[config.mk]
export PLATFORM = sky130hd
export DESIGN_NAME = tmr_irq_unit
export DESIGN_NICKNAME = d
export VERILOG_FILES = /design/src/rtl/tmr_irq_pkg.sv /design/src/rtl/irq_enable_bank.sv /design/src/rtl/irq_clear_decode.sv /design/src/rtl/irq_flag_bank.sv /design/src/rtl/irq_req_combine.sv /design/src/rtl/tmr_irq_unit.sv
export SDC_FILE = /design/constraint.sdc
export NUM_CORES = 1
export LEC_CHECK = 0
export BUFFER_PORTS_ARGS = -buffer_cell sky130_fd_sc_hd__buf_4
export CAP_MARGIN = 20
export CORE_AREA = 5 5 42 44
export CTS_CLUSTER_SIZE = 12
export DETAILED_ROUTE_END_ITERATION = 6
export DIE_AREA = 0 0 47 49
export PLACE_DENSITY_LB_ADDON = 0.15
export SYNTH_ARGS = -nofsm -noshare
export SYNTH_HDL_FRONTEND = slang
export SYNTH_SLANG_ARGS = --single-unit
[constraint.sdc]
create_clock -name clk -period 2.1 [get_ports clk]
set_input_delay 0.315 -clock clk [delete_from_list [all_inputs] [get_ports clk]]
set_output_delay 0.315 -clock clk [all_outputs]
set_load 0.01 [all_outputs]
[src/rtl/tmr_irq_pkg.sv]
package tmr_irq_pkg;
    localparam int unsigned REG_W = 8;
    localparam int unsigned NSRC  = 3;
    localparam int unsigned IDX_W = $clog2(NSRC + 1);

    localparam int unsigned SRC_OVF  = 0;
    localparam int unsigned SRC_CMPA = 1;
    localparam int unsigned SRC_CMPB = 2;

    typedef enum logic {
        SEL_ENABLE = 1'b0,
        SEL_FLAG   = 1'b1
    } reg_sel_e;

    typedef struct packed {
        logic            we;
        reg_sel_e        sel;
        logic [NSRC-1:0] data;
    } wr_req_t;

    typedef struct packed {
        logic             valid;
        logic [IDX_W-1:0] idx;
    } ack_req_t;

    // One-hot select for an acknowledge index; out-of-range indices give zero.
    function automatic logic [NSRC-1:0] idx_to_sel(input logic [IDX_W-1:0] idx);
        logic [NSRC-1:0] sel;
        for (int i = 0; i < NSRC; i++) begin
            sel[i] = (idx == IDX_W'(i));
        end
        return sel;
    endfunction

    function automatic logic [REG_W-1:0] pad_reg(input logic [NSRC-1:0] v);
        return {{(REG_W-NSRC){1'b0}}, v};
    endfunction
endpackage

[src/rtl/irq_enable_bank.sv]
module irq_enable_bank
    import tmr_irq_pkg::*;
(
    input  logic            clk,
    input  logic            rst,
    input  wr_req_t         wr,
    output logic [NSRC-1:0] enable_q
);
    always_ff @(posedge clk) begin
        if (rst) begin
            enable_q <= '0;
        end else if (wr.we && wr.sel == SEL_ENABLE) begin
            enable_q <= wr.data;
        end
    end
endmodule

[src/rtl/irq_clear_decode.sv]
module irq_clear_decode
    import tmr_irq_pkg::*;
(
    input  wr_req_t         wr,
    input  ack_req_t        ack,
    output logic [NSRC-1:0] clr
);
    logic [NSRC-1:0] clr_sw;
    logic [NSRC-1:0] clr_hw;

    always_comb begin
        clr_sw = (wr.we && wr.sel == SEL_FLAG) ? wr.data : '0;
        clr_hw = ack.valid ? idx_to_sel(ack.idx) : '0;
        clr    = clr_sw | clr_hw;
    end
endmodule

[src/rtl/irq_flag_bank.sv]
module irq_flag_bank
    import tmr_irq_pkg::*;
(
    input  logic            clk,
    input  logic            rst,
    input  logic [NSRC-1:0] set,
    input  logic [NSRC-1:0] clr,
    output logic [NSRC-1:0] flag_q
);
    for (genvar i = 0; i < NSRC; i++) begin : g_flag
        always_ff @(posedge clk) begin
            if (rst) begin
                flag_q[i] <= 1'b0;
            end else if (set[i]) begin
                flag_q[i] <= 1'b1;
            end else if (clr[i]) begin
                flag_q[i] <= 1'b0;
            end
        end
    end
endmodule

[src/rtl/irq_req_combine.sv]
module irq_req_combine
    import tmr_irq_pkg::*;
(
    input  logic            clk,
    input  logic            rst,
    input  logic            gie,
    input  logic [NSRC-1:0] flag,
    input  logic [NSRC-1:0] enable,
    output logic [NSRC-1:0] req,
    output logic            any_q
);
    always_comb begin
        req = flag & enable & {NSRC{gie}};
    end

    always_ff @(posedge clk) begin
        if (rst) begin
            any_q <= 1'b0;
        end else begin
            any_q <= |req;
        end
    end
endmodule

[src/rtl/tmr_irq_unit.sv]
module tmr_irq_unit
    import tmr_irq_pkg::*;
(
    input  logic             clk,
    input  logic             rst,
    input  logic             reg_we,
    input  logic             reg_addr,
    input  logic [REG_W-1:0] reg_wdata,
    output logic [REG_W-1:0] reg_rdata,
    input  logic [NSRC-1:0]  evt,
    input  logic             ack_valid,
    input  logic [IDX_W-1:0] ack_idx,
    input  logic             gie,
    output logic [NSRC-1:0]  irq_src,
    output logic             irq_any
);
    wr_req_t         wr;
    ack_req_t        ack;
    logic [NSRC-1:0] clr;
    logic [NSRC-1:0] flag_q;
    logic [NSRC-1:0] mask_q;

    always_comb begin
        wr.we   = reg_we;
        wr.sel  = reg_sel_e'(reg_addr);
        wr.data = reg_wdata[NSRC-1:0];
        ack.valid = ack_valid;
        ack.idx   = ack_idx;
    end

    irq_enable_bank u_enable (
        .clk      (clk),
        .rst      (rst),
        .wr       (wr),
        .enable_q (mask_q)
    );

    irq_clear_decode u_clear (
        .wr  (wr),
        .ack (ack),
        .clr (clr)
    );

    irq_flag_bank u_flags (
        .clk    (clk),
        .rst    (rst),
        .set    (evt),
        .clr    (clr),
        .flag_q (flag_q)
    );

    irq_req_combine u_req (
        .clk    (clk),
        .rst    (rst),
        .gie    (gie),
        .flag   (flag_q),
        .enable (mask_q),
        .req    (irq_src),
        .any_q  (irq_any)
    );

    always_comb begin
        reg_rdata = (reg_sel_e'(reg_addr) == SEL_FLAG) ? pad_reg(flag_q) : pad_reg(mask_q);
    end
endmodule

==> metrics.md <==
| Metric | Value |
|---|---|
| Setup slack after layout | `0.8052 ns` |
| Hold buffer count at cts | `0` |
| Port Buffers | `20` |
| Die width | `47 um` |
| Largest net degree at the start of global routing | `8` |
| HP Class | `in2reg` |
| CP max stage delay | `0.32 ns` |
| DRT antenna net count | `0` |
| Clk_lat worst skew | `around 0.26 ns` |
| Avg WL per Cell | `~12 um` |
| Tmin final | `1.295 ns` |
| CP delay by family, top | `flip-flops` |
| Fillers | `~170` |
| Seq/Total Area, Yosys | `between 30% and 40%` |
| FMAX | `0.7723 GHz` |
| Hpwl dp | `around 770 um` |
| Power per cell area | `616.0 nW/um^2` |
| Data arrival, critical path | `0.98 ns` |
| CTS Buf Count | `3` |
| TNS Setup | `0 ns` |
| WL final | `920 um` |
| Power, Total | `333.0 uW` |
| Vias/cell | `4.494` |
| First-pass GRT wire length | `1559 um` |
| Starting Density | `26.52%` |
| Crit end category | `primary output` |
| CP cell instances | `mux2_2 -> buf_4` |
| Syn. warnings | `0` |
| Num Clock Sinks | `7` |
| Routed via count | `355` |
| Die Area | `2303 sq um` |
| # setup viols final | `0` |
| GRT Overall Usage | `9.880%` |
| H-tree depth | `1` |
| Mapped cell area | `371.6 sq um` |
| Post_cts resized | `0` |
| Buf/Inv on CP | `1` |
| Crit-path max FO | `3` |
| Placed cell count | `75` |
| Worst Setup Start Kind | `flop` |
| Clock Path Buffers | `2` |
| RePlAce Congestion | `approximately 0.65` |
| Final Instance Count excl. Fillers | `between 70 and 80` |
| Syn-to-layout area delta | `45.45%` |
| Initial DRT Pass Iterations | `2` |
| FF-to-FF setup slack | `1.25 ns` |
| CTS tree | `done` |
| Synthesized area per cell | `roughly 9 sq um` |
| Die H | `49 um` |
| Final Hold Fails | `0` |
| Layout cells sized above 1 | `42.86%` |
| Starting DRT DRC Count | `2` |
| Clock-pin slew of the registers on the worst-case setup and hold paths | `0.05 ns` |
| CP required | `approximately 1.8 ns` |
| Max-Cap Viols | `0` |
| Initial antenna violation count | `0` |
| Residual DRC | `0` |
| Slowest-stage cell, CP | `dfxtp_1` |
| Final Max Tran Viols | `0` |
| RSZ-0062 raised after global routing | `false` |
| Post-synthesis cell type count | `14` |
| Outcome | `complete, no violations` |
| Vias in the first global route | `377` |
| Synth top area cells | `dfxtp_1 (38%), buf_4 (10%), mux2_2 (9.1%), mux2i_1 (8.1%), nor2_1 (7.1%)` |
| Row cnt | `14` |
| Top-area cell type share of the netlist area | `37.71%` |
| Final layout net count | `83` |
| Core area | `1401 sq um` |
| Synth Register Bits | `7` |
| Io pins | `31` |
| CP Class | `reg2out` |
| Diode count | `0` |
| Fin crit share | `61.66%` |
| Yosys top cell by area | `dfxtp_1` |
| Pre-CTS WS | `0.8444 ns` |
| Setup Skew | `0.005262 ns` |
| Peak VDD IR | `0.2638 mV` |
| Synthesized instance count | `41` |
| Clk root buf | `clkbuf_4` |
| Global route overflow | `0` |
| Leakage | `~0.00027 uW` |
| Post-CTS setup buffer count | `0` |
## state kept, by name, indices dropped and copies added, names as in the netlist
signal / cells
u_enable.enable_q: 3
u_flags.flag_q: 3
u_req.any_q: 1
## where the power goes
part / switching (uW) / internal [uW]
registers: 4.73 / 140
logic: 27.1 / 35.8
clock network: 52.1 / 72.7
## cell type report
type / instances / area [sq um] / share of cell area (%)
Multi-Input combinational cell: 32 / 203.9 / 37.73
Timing Repair Buffer: 20 / 150.1 / 27.78
Sequential cell: 7 / 140.1 / 25.93
Clock buffer: 4 / 26.28 / 4.861
Tap cell: 16 / 20.02 / 3.704
## metrics by stage
step           utilization (%)  hold slack [ns]  instance area, sq um
2_1_floorplan                -           0.3874                 386.6
3_3_place_gp             36.70           0.4999                 514.2
3_5_place_dp             36.70           0.5085                 514.2
4_1_cts                  38.57           0.2584                 540.5
5_1_grt                  38.57           0.2603                 540.5
6_report                 38.57           0.2632                 540.5
## cells in the final DEF, fill, tap and decap left out, types with 2 or more instances in the layout
cell	count
nor2_1	7
dfxtp_1	7
mux2i_1	3
nand3b_1	2
a31oi_1	3
mux2_2	3
buf_4	20
clkbuf_4	3
nand3_1	3
and3_1	3
conb_1	5
## metal layers
layer / vias up / track usage, % / routed length, um
met2: 16 / 13.57 / 429
li1: 177 / - / -
met3: 3 / 8.118 / 117
met4: 0 / 4.147 / 12
met5: - / 0 / 0
met1: 159 / 10.84 / 361
## final timing paths
path                                                           to                              start  depth (start not counted)
worst max-delay path                                 reg_rdata[1]     u_flags.flag_q[1]$_SDFFE_PP0P_                          2
worst min-delay path               u_flags.flag_q[1]$_SDFFE_PP0P_                             evt[1]                          3
worst max register to register             u_req.any_q$_SDFF_PP0_     u_flags.flag_q[2]$_SDFFE_PP0P_                          3
worst min register to register  u_enable.enable_q[0]$_SDFFE_PP0P_  u_enable.enable_q[0]$_SDFFE_PP0P_                          2
## cells in the mapped netlist (all sizes together)
master  number
mux2         3
or3b         1
nor3         1
a31oi        3
nand3        3
mux2i        3
nor2         7
dfxtp        7
nor2b        1
and3         3
conb         1
nand3b       2
buf          6
## worst register-to-register path, stage by stage (launching register included)
cell     delay [ns]
dfxtp_1        0.32
and3_1         0.18
nor3_1         0.20
nor2_1         0.05
## cell families (layout without fill, tap and decap cells)
family	Yosys count	after routing	synth area share [%]
mux	6	6	17.17
compound gates	3	3	5.051
flops	7	7	37.71
simple gates	18	18	27.61
buf+inv	6	24	11.45
other cells	1	5	1.009
Note: power is estimated with default switching activity, not from simulation.
